<file path="src/rtl/tsf_pkg.sv">
package tsf_pkg;

   typedef enum logic [0:0] {
      RX_AWAIT_FALL = 1'b0,
      RX_AWAIT_RISE = 1'b1
   } rx_phase_e;

endpackage

</file>
<file path="src/rtl/tsf_sync.sv">
module tsf_sync #(
   parameter int WIDTH  = 4,
   parameter int STAGES = 2
) (
   input  logic             clk,
   input  logic             rst,
   input  logic [WIDTH-1:0] async_in,
   output logic [WIDTH-1:0] sync_out
);

   if (WIDTH < 1) begin : g_bad_width
      $error("tsf_sync: WIDTH must be at least 1");
   end
   if (STAGES < 2) begin : g_bad_stages
      $error("tsf_sync: STAGES must be at least 2");
   end

   for (genvar b = 0; b < WIDTH; b++) begin : g_bit
      logic [STAGES-1:0] chain;

      always_ff @(posedge clk) begin
         if (rst) chain <= '0;
         else     chain <= {chain[STAGES-2:0], async_in[b]};
      end

      assign sync_out[b] = chain[STAGES-1];
   end

endmodule

</file>
<file path="src/rtl/tsf_edge.sv">
module tsf_edge (
   input  logic clk,
   input  logic rst,
   input  logic level,
   output logic rise,
   output logic fall
);

   logic prev_q;

   always_ff @(posedge clk) begin
      if (rst) prev_q <= 1'b0;
      else     prev_q <= level;
   end

   assign rise = level  & ~prev_q;
   assign fall = ~level &  prev_q;

endmodule

</file>
<file path="src/rtl/tsf_window.sv">
module tsf_window #(
   parameter int LIMIT = 1000
) (
   input  logic clk,
   input  logic rst,
   input  logic run,
   output logic expired
);

   localparam int TW = (LIMIT > 2) ? $clog2(LIMIT) : 1;
   localparam logic [TW-1:0] LAST = TW'(LIMIT - 1);

   if (LIMIT < 2) begin : g_bad_limit
      $error("tsf_window: LIMIT must be at least 2");
   end

   logic [TW-1:0] count_q;

   assign expired = run && (count_q == LAST);

   always_ff @(posedge clk) begin
      if (rst || !run)      count_q <= '0;
      else if (!expired)    count_q <= count_q + 1'b1;
   end

   // the owner leaves the timed phase on expiry, so it cannot repeat
   a_r6_expire_once : assert property (@(posedge clk) disable iff (rst)
      expired |=> !expired);

endmodule

</file>
<file path="src/rtl/tsf_assemble.sv">
module tsf_assemble
   import tsf_pkg::*;
#(
   parameter int LANES   = 3,
   parameter int SAMPLES = 16
) (
   input  logic                       clk,
   input  logic                       rst,
   input  logic                       rise,
   input  logic                       fall,
   input  logic [LANES-1:0]           lanes,
   input  logic                       expired,
   output logic                       timing,
   output logic [LANES*SAMPLES-1:0]   frame_word,
   output logic                       frame_valid,
   output logic                       timeout_err
);

   localparam int FW = LANES * SAMPLES;
   localparam int CW = $clog2(SAMPLES);
   localparam logic [CW-1:0] LAST_IDX = CW'(SAMPLES - 1);

   if (SAMPLES < 2) begin : g_bad_samples
      $error("tsf_assemble: SAMPLES must be at least 2");
   end

   rx_phase_e      phase_q;
   logic [CW-1:0]  idx_q;
   logic [FW-1:0]  shift_q;
   logic [FW-1:0]  shift_nx;

   // newest sample enters at the top; after SAMPLES shifts sample 0 sits lowest
   if (LANES == FW) begin : g_single
      assign shift_nx = lanes;
   end else begin : g_shift
      assign shift_nx = {lanes, shift_q[FW-1:LANES]};
   end

   assign timing = (phase_q == RX_AWAIT_RISE);

   always_ff @(posedge clk) begin
      if (rst) begin
         phase_q     <= RX_AWAIT_FALL;
         idx_q       <= '0;
         shift_q     <= '0;
         frame_word  <= '0;
         frame_valid <= 1'b0;
         timeout_err <= 1'b0;
      end else begin
         frame_valid <= 1'b0;
         timeout_err <= 1'b0;
         unique case (phase_q)
            RX_AWAIT_FALL: begin
               if (fall) phase_q <= RX_AWAIT_RISE;
            end
            RX_AWAIT_RISE: begin
               if (rise) begin
                  shift_q <= shift_nx;
                  phase_q <= RX_AWAIT_FALL;
                  if (idx_q == LAST_IDX) begin
                     idx_q       <= '0;
                     frame_word  <= shift_nx;
                     frame_valid <= 1'b1;
                  end else begin
                     idx_q <= idx_q + 1'b1;
                  end
               end else if (expired) begin
                  idx_q       <= '0;
                  shift_q     <= '0;
                  timeout_err <= 1'b1;
                  phase_q     <= RX_AWAIT_FALL;
               end
            end
            default: phase_q <= RX_AWAIT_FALL;
         endcase
      end
   end

   // completion strobe lasts one cycle
   a_r3_valid_single : assert property (@(posedge clk) disable iff (rst)
      frame_valid |=> !frame_valid);

   // the held word moves only alongside the strobe
   a_r4_word_held : assert property (@(posedge clk) disable iff (rst)
      !frame_valid |-> $stable(frame_word));

   // error strobe lasts one cycle
   a_r6_err_single : assert property (@(posedge clk) disable iff (rst)
      timeout_err |=> !timeout_err);

   // an aborted frame can never complete in the same cycle
   a_r7_no_overlap : assert property (@(posedge clk) disable iff (rst)
      !(timeout_err && frame_valid));

   // sample index stays inside the frame
   a_r3_index_range : assert property (@(posedge clk) disable iff (rst)
      idx_q <= LAST_IDX);

endmodule

</file>
<file path="src/rtl/tsf_frame_rx.sv">
module tsf_frame_rx #(
   parameter int LANES       = 3,
   parameter int SAMPLES     = 16,
   parameter int SYNC_STAGES = 2,
   parameter int TIMEOUT_CYC = 1000
) (
   input  logic                       clk,
   input  logic                       rst,
   input  logic                       ser_clk,
   input  logic [LANES-1:0]           ser_data,
   output logic [LANES*SAMPLES-1:0]   frame_word,
   output logic                       frame_valid,
   output logic                       timeout_err
);

   localparam int SW = LANES + 1;

   if (LANES < 1) begin : g_bad_lanes
      $error("tsf_frame_rx: LANES must be at least 1");
   end

   logic [SW-1:0]    sync_bus;
   logic             clk_s;
   logic [LANES-1:0] lanes_s;
   logic             rise;
   logic             fall;
   logic             timing;
   logic             expired;

   // clock and lanes share one synchronizer so they stay aligned
   tsf_sync #(.WIDTH(SW), .STAGES(SYNC_STAGES)) u_sync (
      .clk      (clk),
      .rst      (rst),
      .async_in ({ser_data, ser_clk}),
      .sync_out (sync_bus)
   );

   assign clk_s   = sync_bus[0];
   assign lanes_s = sync_bus[SW-1:1];

   tsf_edge u_edge (
      .clk   (clk),
      .rst   (rst),
      .level (clk_s),
      .rise  (rise),
      .fall  (fall)
   );

   tsf_window #(.LIMIT(TIMEOUT_CYC)) u_window (
      .clk     (clk),
      .rst     (rst),
      .run     (timing),
      .expired (expired)
   );

   tsf_assemble #(.LANES(LANES), .SAMPLES(SAMPLES)) u_asm (
      .clk         (clk),
      .rst         (rst),
      .rise        (rise),
      .fall        (fall),
      .lanes       (lanes_s),
      .expired     (expired),
      .timing      (timing),
      .frame_word  (frame_word),
      .frame_valid (frame_valid),
      .timeout_err (timeout_err)
   );

endmodule

</file>
<file path="config.mk">
export PLATFORM = sky130hd
export DESIGN_NAME = tsf_frame_rx
export DESIGN_NICKNAME = d
export VERILOG_FILES = /design/src/rtl/tsf_pkg.sv /design/src/rtl/tsf_sync.sv /design/src/rtl/tsf_edge.sv /design/src/rtl/tsf_window.sv /design/src/rtl/tsf_assemble.sv /design/src/rtl/tsf_frame_rx.sv
export SDC_FILE = /design/constraint.sdc
export NUM_CORES = 1
export LEC_CHECK = 0
export BUFFER_PORTS_ARGS = -buffer_cell sky130_fd_sc_hd__buf_2
export CAP_MARGIN = 10
export CORE_MARGIN = 2
export CORE_UTILIZATION = 61
export CTS_BUF_LIST = sky130_fd_sc_hd__clkbuf_16
export CTS_CLUSTER_SIZE = 28
export DETAILED_ROUTE_END_ITERATION = 10
export PLACE_DENSITY = 0.87
export SLEW_MARGIN = 30
export SYNTH_ARGS = -nofsm -noshare
export SYNTH_HDL_FRONTEND = slang
export SYNTH_SLANG_ARGS = --single-unit
</file>
<file path="constraint.sdc">
create_clock -name clk -period 5.55 [get_ports clk]
set_clock_uncertainty 0.1 [all_clocks]
set_input_delay 0 -clock clk [delete_from_list [all_inputs] [get_ports clk]]
set_output_delay 0 -clock clk [all_outputs]
set_load 0.01 [all_outputs]
</file>
Yosys cells after proc, flatten, opt, wreduce, memory -nomap -nowiden. Index checks and enable logic that the tools add are counted.

Output and inout port bits: 50. Logic and storage cells: 41. Bits in registers: 122. Input port bits: 6.

Bitwise logic cells: 6. Reductions and logical operators: 8. Mux-type cells: 11. Add/sub/neg operators: 2. Equality and inequality tests: 2.

Operators by type and width (count): $mux 48 (2); $mux 4 (3); $add 10x1->10 const B (1); $eq 10x10->1 const B (1); $reduce_or 3->1 (2); $mux 1 (5); $add 4x1->4 const B (1); $eq 4x4->1 const B (1); $not 1->1 (4); $reduce_and 3->1 (1); $and 1x1->1 (2); $pmux 1 s2 (1); $reduce_and 2->1 (1); $reduce_bool 2->1 (1); $logic_and 1x1->1 (1); $logic_not 1->1 (1); $logic_or 1x1->1 (1).

Depth between registers and ports, before layout.
Depth in word-level cells: 5. Depth in mapped cells: 6. Depth with buffers taken out: 4.

Modules after synthesis. A second synthesis with hierarchy kept.

Cells, all modules: 422. Area, all modules: 4610.7 um^2.

By module, submodules not included: tsf_assemble (seq. area each 2001.9 um^2, area each 3819.9 um^2, cells each 340, instances 1); tsf_window (seq. area each 200.2 um^2, area each 511.7 um^2, cells each 58, instances 1); tsf_sync (seq. area each 160.2 um^2, area each 240.2 um^2, cells each 20, instances 1); tsf_edge (seq. area each 20.0 um^2, area each 38.8 um^2, cells each 4, instances 1).

Worst setup path before layout. OpenSTA, ideal clock, no wires.

Kind: register -> register. Start: register u_window.count_q[0]. End: register u_asm.shift_q[10]. Stages on the path, launching flop included: 6. Setup slack: 3804 ps. Period minus slack after synthesis: 1746 ps. Path buffers: 1. Setup time: 60 ps. Arrival time: 1586 ps. Data required time: 5390 ps. Path through: dfxtp_1 -> ha_1 -> and2_1 -> a311oi_4 -> buf_6 -> a22o_1.

Word-level cells in the longest chain between the ends: 4.

Ends and longest elaborated chain: from (decl) (line tsf_window.sv:17) `logic [TW-1:0] count_q;`; from (signal assigned) (line tsf_window.sv:23) `else if (!expired) count_q <= count_q + 1'b1;`; $eq 10x10->1 (line tsf_window.sv:19) `assign expired = run && (count_q == LAST);`; $logic_and 1x1->1 (line tsf_window.sv:19); $reduce_bool 2->1 (no line); $reduce_and 2->1 (no line); to (signal assigned) (line tsf_assemble.sv:58) `shift_q <= shift_nx;`; to (decl) (line tsf_assemble.sv:29) `logic [FW-1:0] shift_q;`.

No other way between the ends. A chain may end at the register's enable or synchronous reset.

Final worst setup path.
Start: register u_asm.phase_q, in the netlist u_asm.timing. End: register u_asm.shift_q[42].

Word-level cells in the longest chain between the ends: 3.

Ends and longest elaborated chain: from (decl) (line tsf_assemble.sv:27) `rx_phase_e phase_q;`; from (signal assigned) (line tsf_assemble.sv:43) `phase_q <= RX_AWAIT_FALL;`; from (signal assigned) (line tsf_assemble.sv:54) `if (fall) phase_q <= RX_AWAIT_RISE;`; from (signal assigned) (line tsf_assemble.sv:59) `phase_q <= RX_AWAIT_FALL;`; $logic_and 1x1->1 (line tsf_window.sv:19); $reduce_bool 2->1 (no line); $reduce_and 2->1 (no line) (*).

Mark *: on every way between the ends. The rest lies on a longest branch, timed or not.

==> results.sh <==
export IMPL_outcome="finished, final reports clean"
export IMPL_place_gp_congestion=0.8387
export IMPL_multiInputGateArea_um2=1697
export IMPL_seq_area_frac_synth_pct=55.98
export IMPL_avgViaCountPerCell=6.315
export IMPL_drtIter0Drc=361
export IMPL_antennaDiodeCount=0
export IMPL_drc=0
export IMPL_clkPwrFrac_pct=53.8
export IMPL_hold_viol_final=0
export IMPL_synth_top_family_by_area="compound AO/OA/AOI/OAI gates"
export IMPL_fin_crit_sh_pct=41.04
export IMPL_p_sw_mw=0.3965
export IMPL_wire_per_inst_um=17.07
export IMPL_tightest_slew_ps=829.3
export IMPL_fin_tns_setup_ps=0
export IMPL_cp_slowest_cell="nor3_4"
export IMPL_portBuffers=55
export IMPL_cts_setup_buffers=0
export IMPL_synthMuxAreaShare_pct=0.7057
export IMPL_wl_um=9763
export IMPL_combPwrFrac_pct=1.3
export IMPL_swShare_pct=20.70
export IMPL_finalNetCount=487
export IMPL_firstDrtPassIters=5
export IMPL_tritoncts="yes"
export IMPL_crit_reg2reg_launch="u_asm.timing"
export IMPL_vias=3612
export IMPL_rr_endpoint="u_asm.shift_q[42]"
export IMPL_p_seq_share_pct=44.9
export IMPL_period_needed_ps=2278
export IMPL_h_tree_depth=4
export IMPL_cp_slowest_stage_delay_ps=740
export IMPL_start_kind="flop"
export IMPL_yosysTopAreaCell="dfxtp_1"
export IMPL_end_kind="flop"
export IMPL_synth_compound_area_share_pct=24.14
export IMPL_place_hpwl_um=5424
export IMPL_postSynthCellCount=431
export IMPL_final_seq_area_um2=2382
export IMPL_path_clk_slew_ps=50
export IMPL_crit_buf_inv=1
export IMPL_ys_types=40
export IMPL_hp_start="rst"
export IMPL_cts_root_buffer="clkbuf_16"
export IMPL_final_area_um2=5130
export IMPL_area_delta_synth_final_pct=20.55
export IMPL_p_per_area_nw_per_um2=373.5
export IMPL_worstPathMaxFanout=23
export IMPL_yosys_area_share_simple_pct=13.61
export IMPL_setup_viol=0
export IMPL_grt_pass1_vias=3372
export IMPL_synth_top_cell_area_share_pct=55.98
export IMPL_maxCapViolCount=0
export IMPL_synth_xor_area_share_pct=0.4116
export IMPL_rr_worst_depth=4
export IMPL_grt_max_degree=66
export IMPL_rrSetupSlack_ps=3270
export IMPL_rsz0062_at_grt="no"
export IMPL_p_leak_nw=1.973
export IMPL_ant_nets=0
export IMPL_synthAdderAreaFrac_pct=0.8233
export IMPL_cts_repair_resized=0
export IMPL_placed_cell_area_um2=4507
export IMPL_async_flop_share_pct=0
export IMPL_syn_nets=439
export IMPL_antenna_found_initial=0
export IMPL_critPathArrivalTime_ps=2520
export IMPL_slew_viol_final=0
export IMPL_grt_total_usage_pct=27.40
export IMPL_syn_area_um2=4255
export IMPL_clk_latency_ps=400
export IMPL_synth_avg_cell_area_um2=9.873
export IMPL_ys_ff_latch=119
export IMPL_fp_dieH_um=87.52
export IMPL_final_cells=572
export IMPL_grt_pass1_wl_um=16260
export IMPL_pin_count=56
export IMPL_initial_core_util_pct=62.98
export IMPL_path_delay_family="simple AND/OR/NAND/NOR gates"
export IMPL_clock_sinks=119
export IMPL_cts_buffers=17
export IMPL_worst_ep_required_time_ps=5790
export IMPL_max_vdd_ir_drop_uv=336.9
export IMPL_path_class="flop to flop"
export IMPL_dieArea_um2=7660
export IMPL_intPower_mw=1.519
export IMPL_dieWidth_um=87.52
export IMPL_cts_buffer_depth=2
export IMPL_crit_path_cell_trace="nand2b_1, nor3_4, buf_4, a22o_1"
export IMPL_hold_depth=3
export IMPL_drive_above_1_share_pct=19.31
export IMPL_fp_row_count=30
export IMPL_netlist_top_cells_area="dfxtp_1 56%, a22o_1 9.5%, a21oi_1 6.6%"
export IMPL_min_to="u_asm.frame_word[3]"
export IMPL_fmax_ghz=0.4390
export IMPL_core_area_um2=6756
export IMPL_fillers=456
export IMPL_place_inst=535
export IMPL_relSlewSlack_pct=44.53
export IMPL_synth_edf_count=0
export IMPL_postLayoutCoreUtil_pct=75.93
export IMPL_hold_class="input port to flop"
export IMPL_ys_warnings_count=0
export IMPL_synthFlopType="dfxtp_1"
export IMPL_grt_ovfl_total=0
[cell usage after synthesis (2+ instances only)]
library cell and instances:
nor3_1 5, nand4_1 4, nor2_1 4, xor2_1 2
buf_6 5, ha_1 2, clkbuf_1 31, nand2_1 6
dfxtp_1 119, o31ai_1 3, a21oi_1 56, inv_1 2
o21ai_0 51, mux2i_1 3, or3_1 3, nor2b_1 9
or4_1 2, and3_1 2, a22o_1 46, nor3b_1 2
nand2b_1 3, nand3_1 53
[cell families after synthesis]
logic type / Yosys count
flops: 119
compound gates: 162
simple gates: 103
buf+inv: 39
fa+ha+maj: 3
xor+xnor: 2
mux: 3
[layout make-up]
type | count | share of cell area [%]
flip-flops and latches | 119 | 46.44
multi-input cells | 273 | 33.07
inverters | 2 | 0.1463
repair buffers | 66 | 7.415
well taps | 80 | 1.951
clock buffers | 17 | 8.293
clock inverters | 15 | 2.683
[per-layer routing]
metal | up-vias | track usage [%] | wire length (um)
met2 | 169 | 43.53 | 4851
met3 | 28 | 5.877 | 620
met1 | 1721 | 35.07 | 4053
met5 | - | 0 | 0
li1 | 1694 | - | -
met4 | 0 | 14.55 | 238
[through the flow]
step	setup WS, ps	power (mW)	hold slack [ps]
finish	3272	1.916	109.1
global route	3046	1.972	173.8
CTS	3045	1.923	115.7
detailed placement	3135	0.9000	117.1
global placement	3243	0.8994	108.2
floorplan	3804	0.8970	28.18
[power groups by stage]
stage          sequential (mW)  combinational, mW  clock, mW
2_1_floorplan            0.878             0.0193          0
3_3_place_gp             0.878             0.0213          0
5_1_grt                  0.860             0.0274       1.08
3_5_place_dp             0.878             0.0217          0
6_report                 0.861             0.0246       1.03
4_1_cts                  0.860             0.0242       1.04
[repair_timing]
item,in CTS,in global routing
hold endpoints to repair,4,0
hold buffers,4,0
setup endpoints to repair,0,0
[worst max path at each step]
stage | startpoint | to | slack, ps | cells after the start
finish | u_asm.timing | u_asm.shift_q[42] | 3270 | 4
global placement | u_edge.prev_q | u_asm.shift_q[5] | 3240 | 4
detailed placement | u_edge.prev_q | u_asm.shift_q[24] | 3140 | 4
global route | u_asm.idx_q[0] | u_asm.frame_word[11] | 3050 | 5
floorplan | u_window.count_q[0] | u_asm.shift_q[10] | 3800 | 5
CTS | u_edge.prev_q | u_asm.shift_q[25] | 3040 | 4
[flip-flops by register name (all words and copies together), names as in the netlist]
register	cells
u_asm.frame_valid	1
u_asm.frame_word	48
u_asm.idx_q	4
u_asm.shift_q	45
u_asm.timeout_err	1
u_asm.timing	1
u_edge.prev_q	1
u_sync.g_bit.chain	8
u_window.count_q	10
[cell usage in the layout (no fill, tap or decap), drive strengths merged, types with 2 or more instances in the layout]
cell,count
nand3,53
mux2i,3
inv,6
xor2,2
clkinvlp,2
nand4,4
buf,62
a22o,46
or3,3
ha,2
o31ai,3
bufinv,2
and3,2
nor3b,2
nor2b,9
dfxtp,119
clkbuf,17
nand2,6
nor2,4
o21ai,51
nor3,6
nand2b,3
clkinv,7
dlygate4sd3,4
or4,2
a21oi,56
[worst min-delay path: cells and delay by family]
family | cells | cell delay (ps)
buf+inv | 2 | 390
compound gates | 1 | 180
No activity file was read; power rests on OpenSTA's default activity.
